$ cat config.mk
export PLATFORM = sky130hd
export DESIGN_NAME = lp_state_ctrl
export DESIGN_NICKNAME = d
export VERILOG_FILES = /design/src/rtl/lp_pkg.sv /design/src/rtl/lp_fsm.sv /design/src/rtl/lp_cpu_wait.sv /design/src/rtl/lp_clk_en.sv /design/src/rtl/lp_state_ctrl.sv
export SDC_FILE = /design/constraint.sdc
export NUM_CORES = 1
export LEC_CHECK = 0
export BUFFER_PORTS_ARGS = -buffer_cell sky130_fd_sc_hd__buf_2
export CORE_MARGIN = 3
export CORE_UTILIZATION = 46
export CTS_BUF_LIST = sky130_fd_sc_hd__clkbuf_16
export DETAILED_ROUTE_END_ITERATION = 7
export PLACE_DENSITY = 0.85
export SYNTH_ARGS = -nofsm -noshare
export SYNTH_HDL_FRONTEND = slang
export SYNTH_SLANG_ARGS = --single-unit
$ cat constraint.sdc
create_clock -name clk_i -period 3.1 [get_ports clk_i]
set_input_delay 0.31 -clock clk_i [delete_from_list [all_inputs] [get_ports clk_i]]
set_output_delay 0.31 -clock clk_i [all_outputs]
set_load 0.02 [all_outputs]
$ cat src/rtl/lp_pkg.sv
package lp_pkg;
  typedef enum logic [2:0] {
    ST_OFF   = 3'd0,
    ST_DEEP  = 3'd1,
    ST_SLEEP = 3'd2,
    ST_WAKE  = 3'd3,
    ST_ON    = 3'd4
  } lp_state_e;
endpackage

$ cat src/rtl/lp_fsm.sv
module lp_fsm
  import lp_pkg::*;
#(
  parameter int TW = 8
) (
  input  logic          clk_i,
  input  logic          rst_ni,
  input  logic          pd_n_i,
  input  logic          slp_req_i,
  input  logic          slp_deep_i,
  input  logic          wake_hit_i,
  input  logic          xo_rdy_i,
  input  logic          pll_rdy_i,
  input  logic [TW-1:0] tmo_i,
  output lp_state_e     state_o
);
  lp_state_e state_q, state_d;
  logic [TW-1:0] cnt_q, cnt_d;
  logic wake_done;

  assign wake_done = (xo_rdy_i && pll_rdy_i) || (cnt_q == tmo_i);

  always_comb begin
    state_d = state_q;
    cnt_d   = '0;
    if (!pd_n_i) begin
      state_d = ST_OFF;
    end else begin
      unique case (state_q)
        ST_OFF:  state_d = ST_WAKE;
        ST_DEEP, ST_SLEEP: if (wake_hit_i) state_d = ST_WAKE;
        ST_WAKE: begin
          if (wake_done) state_d = ST_ON;
          else cnt_d = cnt_q + 1'b1;
        end
        ST_ON:   if (slp_req_i) state_d = slp_deep_i ? ST_DEEP : ST_SLEEP;
        default: state_d = ST_OFF;
      endcase
    end
  end

  always_ff @(posedge clk_i or negedge rst_ni) begin
    if (!rst_ni) begin
      state_q <= ST_OFF;
      cnt_q   <= '0;
    end else begin
      state_q <= state_d;
      cnt_q   <= cnt_d;
    end
  end

  assign state_o = state_q;
endmodule

$ cat src/rtl/lp_cpu_wait.sv
module lp_cpu_wait #(
  parameter int NIRQ = 8
) (
  input  logic            clk_i,
  input  logic            rst_ni,
  input  logic            is_on_i,
  input  logic            wfi_i,
  input  logic [NIRQ-1:0] irq_i,
  input  logic [NIRQ-1:0] irq_en_i,
  output logic            wait_o
);
  logic wait_q, irq_hit;
  assign irq_hit = |(irq_i & irq_en_i);

  // pending enabled irq wins over a new wait request
  always_ff @(posedge clk_i or negedge rst_ni) begin
    if (!rst_ni) wait_q <= 1'b0;
    else         wait_q <= is_on_i && !irq_hit && (wfi_i || wait_q);
  end

  assign wait_o = wait_q;
endmodule

$ cat src/rtl/lp_clk_en.sv
module lp_clk_en #(
  parameter int NBLK = 8
) (
  input  logic            clk_i,
  input  logic            rst_ni,
  input  logic            is_on_i,
  input  logic            cpu_run_i,
  input  logic [NBLK-1:0] ctrl_i,
  output logic [NBLK-1:0] blk_en_o,
  output logic            cpu_en_o
);
  // enables captured on falling edge: stable across the high phase
  for (genvar b = 0; b < NBLK; b++) begin : g_blk
    logic en_q;
    always_ff @(negedge clk_i or negedge rst_ni) begin
      if (!rst_ni) en_q <= 1'b0;
      else         en_q <= is_on_i && ctrl_i[b];
    end
    assign blk_en_o[b] = en_q;
  end

  logic cpu_q;
  always_ff @(negedge clk_i or negedge rst_ni) begin
    if (!rst_ni) cpu_q <= 1'b0;
    else         cpu_q <= is_on_i && cpu_run_i;
  end
  assign cpu_en_o = cpu_q;
endmodule

$ cat src/rtl/lp_state_ctrl.sv
module lp_state_ctrl
  import lp_pkg::*;
#(
  parameter int NSRC = 4,
  parameter int NBLK = 8,
  parameter int NIRQ = 8,
  parameter int TW   = 8
) (
  input  logic            clk_i,
  input  logic            rst_ni,
  input  logic            pd_n_i,
  input  logic            slp_req_i,
  input  logic            slp_deep_i,
  input  logic [NSRC-1:0] wake_src_i,
  input  logic [NSRC-1:0] wake_mask_i,
  input  logic            xo_rdy_i,
  input  logic            pll_rdy_i,
  input  logic [TW-1:0]   wake_tmo_i,
  input  logic [NBLK-1:0] clk_ctrl_i,
  input  logic            wfi_i,
  input  logic [NIRQ-1:0] irq_i,
  input  logic [NIRQ-1:0] irq_en_i,
  output logic [2:0]      state_o,
  output logic            clr_o,
  output logic            rtc_pwr_o,
  output logic            core_pwr_o,
  output logic            xo_en_o,
  output logic            pll_en_o,
  output logic [NBLK-1:0] blk_clk_en_o,
  output logic            cpu_clk_en_o
);
  lp_state_e st;
  logic wake_hit, is_on, cpu_wait;

  assign wake_hit = |(wake_src_i & wake_mask_i);

  lp_fsm #(.TW(TW)) i_fsm (
    .clk_i      (clk_i),
    .rst_ni     (rst_ni),
    .pd_n_i     (pd_n_i),
    .slp_req_i  (slp_req_i),
    .slp_deep_i (slp_deep_i),
    .wake_hit_i (wake_hit),
    .xo_rdy_i   (xo_rdy_i),
    .pll_rdy_i  (pll_rdy_i),
    .tmo_i      (wake_tmo_i),
    .state_o    (st)
  );

  assign is_on = (st == ST_ON);

  lp_cpu_wait #(.NIRQ(NIRQ)) i_cpu_wait (
    .clk_i    (clk_i),
    .rst_ni   (rst_ni),
    .is_on_i  (is_on),
    .wfi_i    (wfi_i),
    .irq_i    (irq_i),
    .irq_en_i (irq_en_i),
    .wait_o   (cpu_wait)
  );

  lp_clk_en #(.NBLK(NBLK)) i_clk_en (
    .clk_i     (clk_i),
    .rst_ni    (rst_ni),
    .is_on_i   (is_on),
    .cpu_run_i (!cpu_wait),
    .ctrl_i    (clk_ctrl_i),
    .blk_en_o  (blk_clk_en_o),
    .cpu_en_o  (cpu_clk_en_o)
  );

  assign state_o    = st;
  assign clr_o      = (st == ST_OFF);
  assign rtc_pwr_o  = (st != ST_OFF);
  assign core_pwr_o = (st == ST_SLEEP) || (st == ST_WAKE) || is_on;
  assign xo_en_o    = (st == ST_WAKE) || is_on;
  assign pll_en_o   = (st == ST_WAKE) || is_on;
endmodule

==> flow_summary.yaml, run 1 <==
outcome:
  status: "finished clean"
synth:
  synthDistinctLibCells: 28
  yosysSeqAreaShare_pct: 46.5
  syn_area_per_cell_um2: 10.4
  syn_area_um2: 1130
  yosysWarnings: 0
  synthCells: 109
  ys_ff_latch: 21
  syn_nets: 158
power:
  powerDensity_nw_per_um2: 635
  leakagePower_nw: 0.814
  power.total_uw: 929
  ir_worst_vdd_mv: 0.550
place:
  post-place-ws_ps: 490
  place.gp.congestion: 1.00
  post_dp_cell_area_um2: 1380
  port-buffer-count: 64
  post-place-cells: 189
  post-dp-hpwl_um: 2220
setup_path:
  end_kind: "output pin"
  cp_num_buf_inv: 1
  cp_slowest_cell: "dfrtn_1"
  crit_type: "flop to output pin"
  rrSetupSlack_ps: 510
  slowest_delay_ps: 390
  cp.arrival_ps: 2370
  worstPathCellList: "buf_2"
  crit_required_ps: 2790
  crit_family: "flip-flops"
  start_kind: "flop"
  cp_max_fo: 1
routing:
  vias: 975
  ant_nets: 0
  wl_um: 2600
  detail_route.wl_per_cell_um: 13.5
  drt-pass1-iter-count: 4
  dr.first_iter.drc_count: 16
  route.detailed.drc: 0
  viasPerCell: 5.05
sta:
  setup_viol: 0
  slew_headroom_pct: 64.6
  tns_ps: 0
  worst_pin_slew_ps: 526
  holdWs_ps: 2.72
  finalHoldViolCount: 0
  skew_ps: 32.1
  rsz0062_at_grt: "no"
  slew_violations: 0
  setup_slack_ps: 416
floorplan:
  core_um2: 2280
  fp.dieH_um: 55.6
  die_w_um: 55.6
  die_area_um2: 3090
  start_util_pct: 49.6
  num_rows: 17
  ios: 65
final_layout:
  nets: 215
  antennaDiodeCount: 0
  final_cell_count_no_fill: 193
  final_cell_area_um2: 1460
  drive_above_1_share_pct: 43.6
  post-route-util_pct: 64.3
  syn_to_final_growth_pct: 29.5
global_routing:
  grt_max_degree: 22
  grt-ovfl-total: 0
  antenna_found_initial: 0
  grt_pass1_vias: 1046
  grt_first_pass_wirelength_um: 4180
  grt_usage_pct: 16.8
worst_hold_path:
  holdCritPathClass: "primary input to asynchronous set/reset pin"
clock_tree:
  cts-root-buf: "clkbuf_16"
  clkTransAtPathRegs_ps: 60
  clock_path_buffers: 2
  cts_tree: "yes"
  clock-sinks: 21
  cts-resized-gates: 0
  cts-buffers-inserted: 3
  cts_hold_buf: 0
  post_cts_buffers: 0
  clk_latency_ps: 280
  htree_levels: 1
flow_run:
  maxCapViolCount: 0
## final cells by class
type                       count  area, um^2
clock buffer                   3        75.1
clock inverter                 1        6.26
fill                         184         813
inverter                       3        11.3
multi-input combinational     73         489
sequential                    21         526
tap                           28        35.0
timing repair buffer          64         320
## sequential cells by signal (all words and copies together) (netlist names)
name,cells
i_clk_en.cpu_en_o,1
i_clk_en.g_blk.en_q,8
i_fsm.cnt_q,8
i_cpu_wait.wait_o,1
i_fsm.state_o,3
## cell families after synthesis
kind of cell             count (synthesis)  share of synthesized area (%)
adder cells (fa/ha/maj)                  1                           1.11
AO/OA/AOI/OAI                           15                           10.2
AND/OR/NAND/NOR                         42                           20.4
buffers and inverters                   15                           10.2
XOR/XNOR                                15                           11.6
flip-flops                              21                           46.5
## path summary, 6_finish.rpt
kind,from,end,depth (start not counted)
setup / recovery,i_clk_en.g_blk[5].en_q,blk_clk_en_o[5],1
hold / removal,rst_ni,i_fsm.cnt_q[7],1
setup reg to reg,i_fsm.state_o[1],i_clk_en.g_blk[3].en_q,2
hold reg to reg,i_fsm.cnt_q[0],i_fsm.cnt_q[0],1
max in group asynchronous,rst_ni,i_clk_en.g_blk[3].en_q,1
min in group clk_i,pd_n_i,i_fsm.state_o[1],3
## where the power goes
| group | internal, mW | switching, mW | leakage [nW] |
|---|---|---|---|
| clock network | 0.175 | 0.0949 | 0.0414 |
| logic | 0.119 | 0.187 | 0.484 |
| registers | 0.303 | 0.0509 | 0.289 |
## cells in the final DEF, fill, tap and decap left out, types with 3 or more instances in the layout
cell type / count
o21ai_0: 5
clkbuf_16: 3
dfrtn_1: 9
and3_1: 3
nor2_1: 9
buf_2: 64
dfrtp_1: 12
a221oi_1: 3
and2_1: 9
nand2_1: 6
inv_1: 3
xor2_1: 14
nand3_1: 6
## cell usage after synthesis
library cell	instances	share of area, %
and2_1	9	5.0
ha_1	1	1.1
and4_4	1	1.0
nor4_1	2	1.1
buf_4	9	6.0
nor2_1	9	3.0
o21ai_0	5	2.2
nand3_1	6	2.7
nor3b_2	1	1.1
dfrtn_1	9	20
o311ai_2	1	1.4
a221o_1	1	0.89
a21oi_1	2	0.89
a221oi_1	3	2.3
nor3_1	2	0.89
nand3b_1	1	0.66
xnor2_1	1	0.78
buf_6	2	2.0
nand2b_1	1	0.55
xor2_1	14	11
and2b_2	1	0.78
o211ai_1	1	0.66
nand2_1	6	2.0
and3_1	3	1.7
a222oi_1	2	1.8
inv_1	3	1.0
clkbuf_8	1	1.2
dfrtp_1	12	27
## metal layers
metal,GRT usage [%],wire [um],vias to the layer above
met4,6.94,54,0
met3,2.34,164,6
met2,33.1,1470,44
li1,-,-,477
met1,17.2,916,448
met5,0,0,-
(Power assumes the default switching activity.)
==> inputs of run 2 (changes only) <==
--- a/config.mk
+++ b/config.mk
@@ -6,8 +6,10 @@
 export NUM_CORES = 1
 export LEC_CHECK = 0
 export BUFFER_PORTS_ARGS = -buffer_cell sky130_fd_sc_hd__buf_2
+export CELL_PAD_IN_SITES_DETAIL_PLACEMENT = 0
+export CELL_PAD_IN_SITES_GLOBAL_PLACEMENT = 2
 export CORE_MARGIN = 3
-export CORE_UTILIZATION = 46
+export CORE_UTILIZATION = 26
 export CTS_BUF_LIST = sky130_fd_sc_hd__clkbuf_16
 export DETAILED_ROUTE_END_ITERATION = 7
 export PLACE_DENSITY = 0.85
==> flow_summary.yaml, run 2 (synthesis results as in run 1) <==
clock_tree:
  clkTransAtPathRegs_ps: 60
  cts_hold_buf: 0
  cts-buffers-inserted: 3
  cts-root-buf: "clkbuf_16"
  cts_tree: "yes"
  post_cts_buffers: 0
  clk_latency_ps: 280
  clock-sinks: 21
  htree_levels: 1
  cts-resized-gates: 0
  clock_path_buffers: 2
floorplan:
  die_area_um2: 5170
  fp.dieH_um: 71.9
  ios: 65
  start_util_pct: 27.6
  die_w_um: 71.9
  num_rows: 23
  core_um2: 4090
sta:
  tns_ps: 0
  slew_headroom_pct: 69.3
  setup_slack_ps: 412
  skew_ps: 30.2
  finalHoldViolCount: 2
  setup_viol: 0
  slew_violations: 0
  rsz0062_at_grt: "no"
  worst_pin_slew_ps: 457
  holdWs_ps: -1.95
routing:
  drt-pass1-iter-count: 4
  route.detailed.drc: 0
  vias: 990
  detail_route.wl_per_cell_um: 13.0
  ant_nets: 0
  viasPerCell: 4.56
  wl_um: 2810
  dr.first_iter.drc_count: 24
worst_hold_path:
  holdCritPathClass: "primary input to asynchronous set/reset pin"
setup_path:
  slowest_delay_ps: 390
  worstPathCellList: "buf_2"
  regToRegEndpoint: "i_clk_en.g_blk[2].en_q"
  start_kind: "flop"
  crit_family: "flip-flops"
  cp.arrival_ps: 2380
  r2r_start: "i_fsm.state_o[2]"
  reg2reg_depth: 2
  end_kind: "output pin"
  cp_num_buf_inv: 1
  crit_required_ps: 2790
  cp_max_fo: 1
  cp_slowest_cell: "dfrtn_1"
  rrSetupSlack_ps: 530
  crit_type: "flop to output pin"
final_layout:
  layout_common_cells: "buf_2 (64), xor2_1 (14), dfrtp_1 (12)"
  ff_latch_area_um2: 526
  final_cell_count_no_fill: 217
  nets: 217
  nFillCells: 417
  multi_input_area_um2: 489
  final_common_cell: "buf_2"
  syn_to_final_growth_pct: 33.2
  antennaDiodeCount: 0
  final_cell_area_um2: 1510
  drive_above_1_share_pct: 44.3
  post-route-util_pct: 36.8
place:
  post_dp_cell_area_um2: 1420
  post-place-ws_ps: 459
  port-buffer-count: 64
  post-dp-hpwl_um: 2370
  post-place-cells: 213
  place.gp.congestion: 0.744
power:
  ir_worst_vdd_mv: 0.289
  powerDensity_nw_per_um2: 630
  leakagePower_nw: 0.824
global_routing:
  grt_pass1_vias: 1089
  grt_first_pass_wirelength_um: 4630
  antenna_found_initial: 0
  grt-ovfl-total: 0
  grt_usage_pct: 11.1
  grt_max_degree: 22
outcome:
  violations: "negative hold slack"
  status: "finished with violations"
flow_run:
  maxCapViolCount: 0
-- run 2: power breakdown --
group / total [mW] / internal (mW) / switching (mW)
clock network: 0.268 / 0.175 / 0.0931
registers: 0.325 / 0.303 / 0.0222
logic: 0.355 / 0.136 / 0.219
-- run 2: cell type report --
type | count | area share (%)
clock inverters | 1 | 0.416
repair buffers | 66 | 22.3
flip-flops and latches | 21 | 34.9
multi-input cells | 73 | 32.5
clock buffers | 3 | 4.99
inverters | 3 | 0.748
well taps | 50 | 4.16
-- run 2: worst max path at each step --
stage / from / cells past startpoint / end
after detailed placement: i_fsm.state_o[2] / 2 / i_clk_en.g_blk[7].en_q
after floorplan: i_fsm.state_o[1] / 3 / i_clk_en.g_blk[0].en_q
final: i_clk_en.g_blk[5].en_q / 1 / blk_clk_en_o[5]
after CTS: i_clk_en.g_blk[5].en_q / 1 / blk_clk_en_o[5]
after global placement: i_fsm.state_o[2] / 2 / i_clk_en.g_blk[2].en_q
after global routing: i_clk_en.g_blk[5].en_q / 1 / blk_clk_en_o[5]
-- run 2: per-stage QoR --
| stage | power [mW] | hold slack, ps |
|---|---|---|
| 2_1_floorplan | 0.591 | 14.4 |
| 3_3_place_gp | 0.682 | 279 |
| 3_5_place_dp | 0.690 | 284 |
| 4_1_cts | 0.962 | 17.6 |
| 5_1_grt | 1.00 | 49.4 |
| 6_report | 0.948 | -1.95 |
-- run 2: per-layer routing --
| layer | global-route usage (%) | wire length (um) | up-vias |
|---|---|---|---|
| met4 | 5.01 | 53 | 0 |
| met5 | 0 | 0 | - |
| met3 | 1.52 | 154 | 5 |
| li1 | - | - | 481 |
| met1 | 12.1 | 1070 | 471 |
| met2 | 21.2 | 1540 | 33 |
==> inputs of run 3 (changes only) <==
--- a/config.mk
+++ b/config.mk
@@ -10,7 +10,6 @@
 export CELL_PAD_IN_SITES_GLOBAL_PLACEMENT = 2
 export CORE_MARGIN = 3
 export CORE_UTILIZATION = 26
-export CTS_BUF_LIST = sky130_fd_sc_hd__clkbuf_16
 export DETAILED_ROUTE_END_ITERATION = 7
 export PLACE_DENSITY = 0.85
 export SYNTH_ARGS = -nofsm -noshare
==> flow_summary.yaml, run 3 (synthesis results as in run 1) <==
outcome:
  status: "finished with violations"
  violations: "negative hold slack"
sta:
  slew_violations: 0
  setup_viol: 0
  slew_headroom_pct: 69.3
  setup_slack_ps: 418
  finalHoldViolCount: 12
  worst_pin_slew_ps: 456
  rsz0062_at_grt: "no"
  holdWs_ps: -12.7
  tns_ps: 0
  skew_ps: 13.6
setup_path:
  crit_required_ps: 2790
  crit_family: "flip-flops"
  crit_type: "flop to output pin"
  worstPathCellList: "buf_2"
  cp.arrival_ps: 2370
  start_kind: "flop"
  reg2reg_depth: 2
  cp_num_buf_inv: 1
  slowest_delay_ps: 390
  crit_cells: 1
  end_kind: "output pin"
  cp_max_fo: 1
  cp_slowest_cell: "dfrtn_1"
final_layout:
  antennaDiodeCount: 0
  syn_to_final_growth_pct: 30.2
  drive_above_1_share_pct: 44.3
  nFillCells: 422
  post-route-util_pct: 36.0
  nets: 217
  layout_common_cells: "buf_2 (64), xor2_1 (14), dfrtp_1 (12)"
  final_common_cell: "buf_2"
clock_tree:
  cts-buffers-inserted: 3
  cts_hold_buf: 0
  post_cts_buffers: 0
  clk_latency_ps: 270
  clock-sinks: 21
  clkTransAtPathRegs_ps: 70
  cts_tree: "yes"
  cts-resized-gates: 0
  clock_path_buffers: 2
  cts-root-buf: "clkbuf_8"
  htree_levels: 1
worst_hold_path:
  holdCritPathClass: "primary input to asynchronous set/reset pin"
floorplan:
  start_util_pct: 27.6
  core_um2: 4090
  die_w_um: 71.9
  num_rows: 23
  ios: 65
  fp.dieH_um: 71.9
  die_area_um2: 5170
routing:
  viasPerCell: 4.55
  dr.first_iter.drc_count: 16
  detail_route.wl_per_cell_um: 13.0
  wl_um: 2810
  route.detailed.drc: 0
  vias: 988
  drt-pass1-iter-count: 4
  ant_nets: 0
global_routing:
  grt_usage_pct: 11.1
  grt-ovfl-total: 0
  grt_max_degree: 22
  grt_pass1_vias: 1089
  grt_first_pass_wirelength_um: 4620
  antenna_found_initial: 0
place:
  port-buffer-count: 64
  post-dp-hpwl_um: 2370
  post-place-ws_ps: 459
  place.gp.congestion: 0.744
power:
  clockPowerShare_pct: 20.6
  seq_power_share_pct: 37.9
  p_comb_share_pct: 41.4
  internal-power_uw: 530
  power_switching_uw: 327
  ir_worst_vdd_mv: 0.288
  swShare_pct: 38.2
  leakagePower_nw: 0.808
  powerDensity_nw_per_um2: 582
flow_run:
  maxCapViolCount: 0
-- run 3: cell counts in the layout (fill, tap and decap cells not counted) --
Identical to the previous run, type by type.
-- run 3: path summary, 6_finish.rpt --
| check | slack, ps | to | startpoint |
|---|---|---|---|
| max in group asynchronous | 1350 | i_clk_en.cpu_en_o | rst_ni |
| worst min-delay path | -10 | i_fsm.cnt_q[7] | rst_ni |
| worst max-delay path | 420 | blk_clk_en_o[5] | i_clk_en.g_blk[5].en_q |
| worst min register to register | 570 | i_fsm.cnt_q[7] | i_fsm.cnt_q[7] |
| worst max register to register | 500 | i_clk_en.g_blk[2].en_q | i_fsm.state_o[2] |
| min in group clk_i | 360 | i_cpu_wait.wait_o | irq_en_i[7] |
-- run 3: routing by layer --
metal,track usage [%],vias up,routed length (um)
met5,0,-,0
met4,5.01,0,48
li1,-,481,-
met1,12.0,471,1080
met3,1.11,4,149
met2,21.3,32,1540
-- run 3: cell type report --
| class | count | area, um^2 | area share (%) |
|---|---|---|---|
| Timing Repair Buffer | 66 | 335 | 22.8 |
| Inverter | 3 | 11.3 | 0.765 |
| Clock buffer | 3 | 41.3 | 2.81 |
| Sequential cell | 21 | 526 | 35.7 |
| Tap cell | 50 | 62.6 | 4.25 |
| Clock inverter | 1 | 6.26 | 0.425 |
| Multi-Input combinational cell | 73 | 489 | 33.2 |
-- run 3: metrics by stage --
stage,area [um^2],power (mW),std cells
after floorplan,1130,0.591,109
after global placement,1420,0.682,213
after detailed placement,1420,0.690,213
after CTS,1470,0.870,217
after global routing,1470,0.911,217
final,1470,0.857,217
-- run 3: power by group through the flow --
stage | Clock (mW) | Combinational, mW | Sequential, mW
after CTS | 0.184 | 0.360 | 0.326
after global placement | 0 | 0.354 | 0.328
after floorplan | 0 | 0.242 | 0.349
after detailed placement | 0 | 0.359 | 0.331
after global routing | 0.196 | 0.386 | 0.330
final | 0.177 | 0.355 | 0.325
